`src/rtl/dhs_pkg.sv`:
```
package dhs_pkg;

  typedef enum logic {
    CH_RUN  = 1'b0,
    CH_COOL = 1'b1
  } chan_st_t;

  // last count of a window of lim cycles
  function automatic logic win_done(input int unsigned cnt, input int unsigned lim);
    return cnt == lim - 1;
  endfunction

  function automatic int unsigned max3(input int unsigned a, input int unsigned b,
                                       input int unsigned c);
    int unsigned m;
    m = (a > b) ? a : b;
    return (m > c) ? m : c;
  endfunction

endpackage

```
`src/rtl/dhs_sync.sv`:
```
module dhs_sync #(
  parameter int WIDTH  = 1,
  parameter int STAGES = 2
) (
  input  logic             clk,
  input  logic             rst_n,
  input  logic [WIDTH-1:0] d_a,
  output logic [WIDTH-1:0] q
);
  logic [STAGES-1:0][WIDTH-1:0] chain;

  always_ff @(posedge clk or negedge rst_n) begin
    if (!rst_n) chain <= '0;
    else begin
      chain[0] <= d_a;
      for (int s = 1; s < STAGES; s++) chain[s] <= chain[s-1];
    end
  end

  assign q = chain[STAGES-1];
endmodule

```
`src/rtl/dhs_chan.sv`:
```
module dhs_chan
  import dhs_pkg::*;
#(
  parameter int SHORT_SENSE_CYC = 2700,
  parameter int REFRESH_CYC     = 205000,
  parameter int OPEN_SENSE_CYC  = 320000
) (
  input  logic clk,
  input  logic rst_n,
  input  logic en,
  input  logic cmd,
  input  logic oc,
  input  logic lowcur,
  input  logic ot,
  input  logic ovp,
  input  logic hold,
  output logic gate,
  output logic fault,
  output logic short_evt
);
  localparam int MAXL = int'(max3(SHORT_SENSE_CYC, REFRESH_CYC, OPEN_SENSE_CYC));
  localparam int W    = $clog2(MAXL + 1);
  localparam logic [W-1:0] ONE = W'(1);

  chan_st_t       st;
  logic [W-1:0]   oc_cnt, rf_cnt, op_cnt;
  logic           short_f, open_f, th_f;
  logic           drive, retry_evt, open_evt;

  assign drive     = cmd && !ot && !ovp && (st == CH_RUN);
  assign short_evt = drive && oc && win_done(32'(oc_cnt), SHORT_SENSE_CYC);
  assign retry_evt = (st == CH_COOL) && win_done(32'(rf_cnt), REFRESH_CYC);
  assign open_evt  = drive && lowcur && win_done(32'(op_cnt), OPEN_SENSE_CYC);

  always_ff @(posedge clk or negedge rst_n) begin
    if (!rst_n) begin
      st <= CH_RUN;
      oc_cnt <= '0; rf_cnt <= '0; op_cnt <= '0;
      short_f <= 1'b0; open_f <= 1'b0; th_f <= 1'b0;
    end else if (!en) begin
      st <= CH_RUN;
      oc_cnt <= '0; rf_cnt <= '0; op_cnt <= '0;
      short_f <= 1'b0; open_f <= 1'b0; th_f <= 1'b0;
    end else begin
      // qualification counters saturate at the last count of their window
      if (drive && oc)
        oc_cnt <= win_done(32'(oc_cnt), SHORT_SENSE_CYC) ? oc_cnt : oc_cnt + ONE;
      else
        oc_cnt <= '0;
      if (drive && lowcur)
        op_cnt <= win_done(32'(op_cnt), OPEN_SENSE_CYC) ? op_cnt : op_cnt + ONE;
      else
        op_cnt <= '0;
      rf_cnt <= ((st == CH_COOL) && !retry_evt) ? rf_cnt + ONE : '0;

      if (!cmd)                    st <= CH_RUN;
      else if (short_evt && !hold) st <= CH_COOL;
      else if (retry_evt)          st <= CH_RUN;

      if (!cmd)               short_f <= 1'b0;
      else if (short_evt)     short_f <= 1'b1;
      else if (drive && !oc)  short_f <= 1'b0;

      if (!cmd)               open_f <= 1'b0;
      else if (open_evt)      open_f <= 1'b1;
      else if (!lowcur)       open_f <= 1'b0;

      if (ot)                 th_f <= 1'b1;
      else if (!cmd)          th_f <= 1'b0;
    end
  end

  assign gate  = en && drive;
  assign fault = short_f | open_f | th_f | ot | ovp | (!cmd && lowcur);
endmodule

```
`src/rtl/dual_hs_fault_ctl.sv`:
```
module dual_hs_fault_ctl #(
  parameter int NCH             = 2,
  parameter int SYNC_STAGES     = 2,
  parameter int SHORT_SENSE_CYC = 2700,
  parameter int REFRESH_CYC     = 205000,
  parameter int OPEN_SENSE_CYC  = 320000
) (
  input  logic           clk,
  input  logic           rst_n,
  input  logic           chip_en_a,
  input  logic           ovp_a,
  input  logic           hold_on_short_a,
  input  logic [NCH-1:0] cmd_a,
  input  logic [NCH-1:0] oc_a,
  input  logic [NCH-1:0] lowcur_a,
  input  logic [NCH-1:0] ot_a,
  output logic [NCH-1:0] gate_en,
  output logic [NCH-1:0] stat_n,
  output logic           stat_oe,
  output logic           irq_n,
  output logic           irq_oe
);
  localparam int SW = 3 + 4 * NCH;

  logic [SW-1:0]  sync_q;
  logic           en_s, ovp_s, hold_s;
  logic [NCH-1:0] cmd_s, oc_s, lowcur_s, ot_s;
  logic [NCH-1:0] fault, short_evt;

  dhs_sync #(.WIDTH(SW), .STAGES(SYNC_STAGES)) sync_i (
    .clk  (clk),
    .rst_n(rst_n),
    .d_a  ({chip_en_a, ovp_a, hold_on_short_a, cmd_a, oc_a, lowcur_a, ot_a}),
    .q    (sync_q)
  );

  assign {en_s, ovp_s, hold_s, cmd_s, oc_s, lowcur_s, ot_s} = sync_q;

  for (genvar c = 0; c < NCH; c++) begin : g_ch
    dhs_chan #(
      .SHORT_SENSE_CYC(SHORT_SENSE_CYC),
      .REFRESH_CYC    (REFRESH_CYC),
      .OPEN_SENSE_CYC (OPEN_SENSE_CYC)
    ) chan_i (
      .clk      (clk),
      .rst_n    (rst_n),
      .en       (en_s),
      .cmd      (cmd_s[c]),
      .oc       (oc_s[c]),
      .lowcur   (lowcur_s[c]),
      .ot       (ot_s[c]),
      .ovp      (ovp_s),
      .hold     (hold_s),
      .gate     (gate_en[c]),
      .fault    (fault[c]),
      .short_evt(short_evt[c])
    );
    assign stat_n[c] = en_s ? ~fault[c] : 1'b1;
  end

  assign irq_n   = en_s ? ~(|fault) : 1'b1;
  assign stat_oe = en_s;
  assign irq_oe  = en_s;
endmodule

```
`config.mk`:
```
export PLATFORM = sky130hd
export DESIGN_NAME = dual_hs_fault_ctl
export DESIGN_NICKNAME = d
export VERILOG_FILES = /design/src/rtl/dhs_pkg.sv /design/src/rtl/dhs_sync.sv /design/src/rtl/dhs_chan.sv /design/src/rtl/dual_hs_fault_ctl.sv
export SDC_FILE = /design/constraint.sdc
export NUM_CORES = 1
export LEC_CHECK = 0
export ABC_AREA = 0
export BUFFER_PORTS_ARGS = -buffer_cell sky130_fd_sc_hd__buf_4
export CORE_UTILIZATION = 25
export DETAILED_ROUTE_END_ITERATION = 16
export PLACE_DENSITY_LB_ADDON = 0.08
export SETUP_SLACK_MARGIN = 0.2
export SLEW_MARGIN = 20
export SYNTH_ARGS = -nofsm -noshare
export SYNTH_HDL_FRONTEND = slang
export SYNTH_SLANG_ARGS = --single-unit
```
`constraint.sdc`:
```
create_clock -name clk -period 4.4 [get_ports clk]
set_input_delay 0.88 -clock clk [delete_from_list [all_inputs] [get_ports clk]]
set_output_delay 0.88 -clock clk [all_outputs]
set_load 0.02 [all_outputs]
```
==> results of run 1 <==
[flip-flops by register name (all words and copies together), names as in the netlist]
signal / cells
g_ch.chan_i.st: 2
g_ch.chan_i.open_f: 2
sync_i.q: 11
g_ch.chan_i.rf_cnt: 38
g_ch.chan_i.th_f: 2
g_ch.chan_i.oc_cnt: 38
sync_i.chain: 11
g_ch.chan_i.short_f: 2
g_ch.chan_i.op_cnt: 38
[stage by stage]
stage | cells | worst slack [ps]
finish | 1097 | 1260
global route | 1097 | 1060
global placement | 1065 | 1690
floorplan | 696 | 1660
CTS | 1097 | 1230
detailed placement | 1065 | 1710
[area by class of cell]
| type | instances | area (sq um) |
|---|---|---|
| clock buffers | 18 | 429 |
| clock inverters | 14 | 131 |
| fillers | 2896 | 19100 |
| inverters | 22 | 82.6 |
| multi-input cells | 506 | 3180 |
| flip-flops and latches | 144 | 3600 |
| well taps | 372 | 465 |
| repair buffers | 21 | 174 |
[cells by family after synthesis]
kind of cell | after synthesis
mux | 9
fa+ha+maj | 6
flops | 144
buf+inv | 46
simple gates | 316
xor+xnor | 61
compound gates | 114
[where the power goes]
group          total [mW]  switching (mW)  internal [mW]
clock                1.40           0.617          0.786
sequential           1.35          0.0102           1.34
combinational      0.0699          0.0494         0.0206
total                2.82           0.676           2.14
[critical path: cells and delay by family (launching register included)]
kind	cells	cell delay [ps]
AOI/OAI and AO/OA	2	850
DFF	1	480
and+or+nand+nor	2	380
buffers and inverters	1	140
[how the worst min path moves through the flow]
stage / from / end / slack, ps / cells past startpoint
2_1_floorplan: sync_i.chain[0] / sync_i.q[0] / 330 / 0
3_3_place_gp: sync_i.chain[8] / sync_i.q[8] / 340 / 0
3_5_place_dp: sync_i.chain[3] / sync_i.q[3] / 340 / 0
4_1_cts: sync_i.chain[3] / sync_i.q[3] / 350 / 0
5_1_grt: sync_i.chain[3] / sync_i.q[3] / 360 / 0
6_report: sync_i.chain[3] / sync_i.q[3] / 350 / 0
[placed cells by master (no fill, tap or decap), drive strengths merged, types with 3 or more instances in the layout]
master / synthesis / final
nor2: 69 / 69
xnor2: 33 / 33
dfrtp: 144 / 144
nor3: 9 / 9
buf: 11 / 21
inv: 22 / 27
or4: 9 / 9
a21oi: 45 / 45
nand3: 38 / 38
clkinv: 0 / 4
mux2i: 9 / 9
nor4: 16 / 16
clkinvlp: 0 / 4
o31ai: 10 / 10
clkbuf: 13 / 18
nand2: 46 / 46
nand2b: 5 / 5
and2: 8 / 8
o21ai: 42 / 42
nor2b: 3 / 3
a211oi: 3 / 3
or3: 27 / 27
nor4b: 13 / 13
nand4: 35 / 35
ha: 6 / 6
and4: 16 / 16
xor2: 28 / 28
and3: 13 / 13
[routing by layer]
metal  global-route usage, %  share of wire [%]
met2                    19.8                 47
met3                    2.92                2.3
met4                    3.53               0.84
met5                       0                  0
met1                    16.1                 50
==> summary.txt, run 1 <==
Clock network
  – # clock sinks: 144
  – Clk slew on worst S/H paths: 60 ps
  – Clock Latency Late Sink: 430 ps
  – # hold bufs at CTS: 0
  – Htree depth: 4
  – CTS tree: yes
  – CTS max path bufs: 2
  – Post-CTS setup buffer count: 0
  – Post-CTS Resized: 0
  – CTS root buffer: clkbuf_16
  – CTS Buf Count: 17

Hold path
  – HP Class: flip-flop to flip-flop

Timing
  – Setup violators final: 0
  – Worst hold slack: 350 ps
  – Period Utilization, post-route: 71.5%
  – Final TNS setup: 0 ps
  – Fmax: 318 MHz
  – Rel. slew slack: 36.0%
  – Final min period: 3140 ps
  – Least-Margin Pin Slew: 953 ps
  – RSZ-0062 raised after global routing: no
  – Final Skew: 15.3 ps
  – Final slew viol count: 0
  – Final Hold Violating Endpoints: 0

Global route
  – Grt ovf: 0
  – Initial antenna violation count: 0
  – First-pass GRT wire length: 27800 microns
  – Vias in the first global route: 5318
  – Largest net degree at the start of global routing: 76
  – Global-route total usage across every layer: 12.2%

Synthesis
  – Xor/xnor cell area share of the yosys netlist: 7.64%
  – Largest family of logic cells by synthesized area: simple AND/OR/NAND/NOR gates
  – Simple-gate share of the synthesized area: 26.1%
  – Most frequent cells after synthesis: dfrtp_1, nor2_1, nand2_1, a21oi_1, o21ai_0
  – Async set-reset flop share out of synthesis: 100%
  – Synth Flop Type: dfrtp_1
  – Syn_nets: 715
  – Yosys warns: 0
  – Mapped Avg Cell Area: 10.1 sq um
  – Most frequent cell after synthesis: dfrtp_1
  – Yosys cell types: 53
  – Compound-Gate Fraction of Synth Area: 9.41%
  – Post-Syn Area: 7000 sq um
  – Post-synthesis sequential area ratio: 51.5%
  – Top cells by area, synth: dfrtp_1, xnor2_1, nor2_1
  – Portion of netlist area occupied by mux cells: 1.29%
  – Synthesis-stage register bit count: 144
  – Syn Inst Count: 696
  – Synth Area in Adders: 1.07%
  – Yosys top cell by area: dfrtp_1
  – Number of enable flip-flop cells after synthesis: 0
  – Area fraction of the dominant cell type after synthesis: 51.5%

Power
  – P_leak: 3.02 nW
  – Design Power: 2.82 mW
  – Maximum vdd drop: 0.000226 V
  – PwrDens: 349 nW/um^2

Critical path
  – Crit path from: sync_i.q[9]
  – Critical path data arrival time: 2260 ps
  – Reg-to-reg endpoint: g_ch[1].chan_i.op_cnt[13]
  – Kind of start point of the critical path: flip-flop
  – CP endpoint kind: output port
  – CP endpoint: irq_n
  – FF-to-FF path depth: 5
  – RR Startpoint: g_ch[1].chan_i.op_cnt[0]
  – Reg2Reg Setup Slack: 2060 ps
  – Max stage delay on crit path: 760 ps
  – Crit path required time: 3520 ps
  – Crit path kind: flip-flop to output port
  – Cell Chain, Critical Path: nor2_1 > o21ai_0 > o41ai_1 > and2_1 > buf_4
  – Slowest-stage cell, CP: o41ai_1
  – CP Max Fanout: 4

Floorplan
  – Core Area: 27200 sq um
  – I/O Pins: 20
  – Die W: 169 microns
  – Site row count: 60
  – Die Y: 169 microns
  – Initial Util: 25.7%
  – Die ar.: 28700 sq um

Detailed routing
  – Drt total wl: 16200 microns
  – Post-route ant nets: 0
  – Post-DR vias/cell: 4.76
  – Pre-antenna DRT Iters: 4
  – Routed WL per cell: 14.8 microns
  – 1st-iter DRT viols: 196
  – DRC viols: 0
  – Via count: 5222

Run status
  – Status: finished clean

Layout
  – Post-layout util: 29.7%
  – Design Area, Final: 8070 sq um
  – Area grow syn2layout: 15.3%
  – Number of diodes: 0
  – Final layout net count: 731
  – Layout cells sized above 1: 9.38%

Placed design
  – Port bufs: 19
  – Post-DP Area: 7510 sq um
  – Post-DP HPWL: 10900 microns
  – GP Congestion: 0.756

Run
  – Max_cap viols: 0
No activity file was read; power rests on OpenSTA's default activity.
==> run 2, diff against run 1 <==
==> constraint.sdc (replaced) <==
create_clock -name clk -period 3 [get_ports clk]
set_input_delay 0.6 -clock clk [delete_from_list [all_inputs] [get_ports clk]]
set_output_delay 0.6 -clock clk [all_outputs]
set_load 0.02 [all_outputs]
==> run 2 against run 1 <==
Against the previous run: core utilization is 0.18 points higher; sequential power is 47% higher; setup slack got worse by 930 ps; non-clock buffer count is 4 higher; sequential share of layout area decreased by 0.27 points; register-to-register slack worse by 1200 ps; cell count is 0.36% higher; first-iteration DRC count rose by 4.6%; largest power group unchanged.
==> summary.txt, run 2 (synthesized netlist as in run 1, its figures left out) <==
Run status
  – Status: finished clean

Clock network
  – CTS root buffer: clkbuf_16
  – # clock sinks: 144
  – CTS max path bufs: 2
  – CTS Buf Count: 17
  – Clock Latency Late Sink: 430 ps
  – Htree depth: 4
  – CTS tree: yes
  – # hold bufs at CTS: 0
  – Clk slew on worst S/H paths: 70 ps

Layout
  – Reg area: 3600 sq um
  – Area grow syn2layout: 16.0%
  – Fillers: 2875
  – Final layout net count: 735
  – Number of diodes: 0
  – Footprint of the multi-input gates: 3190 sq um
  – Commonest cells after routing, fill and taps aside: dfrtp_1, nor2_1, nand2_1, a21oi_1, o21ai_0
  – Layout cells sized above 1: 10.2%
  – Commonest non-fill, non-tap cell in the layout: dfrtp_1
  – Regs by FF count: g_ch.chan_i.oc_cnt (38), g_ch.chan_i.op_cnt (38), g_ch.chan_i.rf_cnt (38)
  – Post-layout util: 29.9%

Timing
  – Final Skew: 15.3 ps
  – Final slew viol count: 0
  – RSZ-0062 raised after global routing: no
  – Final TNS setup: 0 ps
  – Fmax: 373 MHz
  – Final Hold Violating Endpoints: 0
  – Rel. slew slack: 43.7%
  – Period Utilization, post-route: 89.3%
  – Setup violators final: 0
  – Least-Margin Pin Slew: 842 ps
  – Final min period: 2680 ps

Detailed routing
  – Via count: 5159
  – Post-DR vias/cell: 4.69
  – Met3 WL post-DR: 414 microns
  – Met2 Routed Length: 7480 microns
  – Drt total wl: 16100 microns
  – M1 wire length: 8070 microns
  – Pre-antenna DRT Iters: 4
  – Top layer in use: met4
  – Routed WL per cell: 14.6 microns
  – Post-route ant nets: 0
  – 1st-iter DRT viols: 205
  – DRC viols: 0

Floorplan
  – I/O Pins: 20
  – Die Y: 169 microns
  – Core Area: 27200 sq um
  – Die W: 169 microns
  – Site row count: 60
  – Initial Util: 25.7%
  – Die ar.: 28700 sq um

Global route
  – First-pass GRT wire length: 27700 microns
  – Initial antenna violation count: 0
  – Grt ovf: 0
  – Largest net degree at the start of global routing: 65
  – Global-route total usage across every layer: 12.2%
  – Vias in the first global route: 5278

Placed design
  – GP Congestion: 0.759
  – Port bufs: 19
  – Post-DP HPWL: 11000 microns

Critical path
  – Critical path data arrival time: 2080 ps
  – FF-to-FF path depth: 4
  – Crit path kind: flip-flop to output port
  – RR Startpoint: sync_i.q[9]
  – Reg2Reg Setup Slack: 820 ps
  – Crit path from: sync_i.q[9]
  – Crit path required time: 2400 ps
  – CP endpoint: irq_n
  – CP endpoint kind: output port
  – CP Max Fanout: 4
  – Reg-to-reg endpoint: g_ch[0].chan_i.op_cnt[2]
  – Kind of start point of the critical path: flip-flop

Power
  – P_leak: 3.05 nW
  – PwrDens: 512 nW/um^2
  – Maximum vdd drop: 0.000316 V

Hold path
  – HP Class: primary input to async pin

Run
  – Max_cap viols: 0
run 2: cell types whose count changed in the layout (fill, tap and decap cells not counted), sizes merged:
cell    delta
bufinv     -1
clkinv     -2
inv        +2
buf        +4
clkbuf     +1
run 2: final cells by class:
type                       instances  area share, %
tap                              372           5.73
timing repair buffer              25           2.51
clock inverter                    13           1.46
clock buffer                      19           5.58
sequential                       144           44.4
multi-input combinational        506           39.3
inverter                          22           1.02
run 2: stage by stage:
| step | instance area (sq um) | power, mW | hold WS, ps | cells | worst slack, ps |
|---|---|---|---|---|---|
| 6_report | 8120 | 4.16 | 33.8 | 1101 | 322 |
| 5_1_grt | 8120 | 4.35 | 26.3 | 1101 | 235 |
| 4_1_cts | 8110 | 4.24 | 20.1 | 1101 | 257 |
| 3_5_place_dp | 7540 | 2.12 | 336 | 1069 | 736 |
| 3_3_place_gp | 7540 | 2.12 | 336 | 1069 | 762 |
| 2_1_floorplan | 7000 | 2.04 | 304 | 696 | 536 |
run 2: worst max-delay path, cell delays in order, from the launching register on:
cell and delay (ps):
dfrtp_1 470, or4_1 530, o31ai_1 290, and2_1 220, buf_4 150
run 2: power breakdown:
group | switching, mW | total (mW) | leakage [nW] | internal, mW
Clock | 0.942 | 2.08 | 0.270 | 1.13
Combinational | 0.0709 | 0.104 | 0.821 | 0.0328
Sequential | 0.0177 | 1.98 | 1.96 | 1.96
run 2: timing repair:
item,CTS,global route
setup endpoints to repair,0,1
gates resized for setup,0,1
buffers inserted,0,0
run 2: per-layer routing:
| layer | up-vias | GRT usage (%) |
|---|---|---|
| met4 | 0 | 3.68 |
| met5 | - | 0 |
| met3 | 10 | 3.15 |
| met2 | 37 | 19.3 |
| met1 | 2550 | 16.4 |
| li1 | 2562 | - |
run 2: worst min-delay path by stage:
stage | cells past startpoint | to
floorplan | 0 | g_ch[0].chan_i.oc_cnt[0]
CTS | 1 | g_ch[0].chan_i.rf_cnt[14]
global placement | 0 | sync_i.q[1]
finish | 1 | g_ch[0].chan_i.op_cnt[15]
detailed placement | 0 | sync_i.q[3]
global route | 1 | g_ch[0].chan_i.rf_cnt[14]
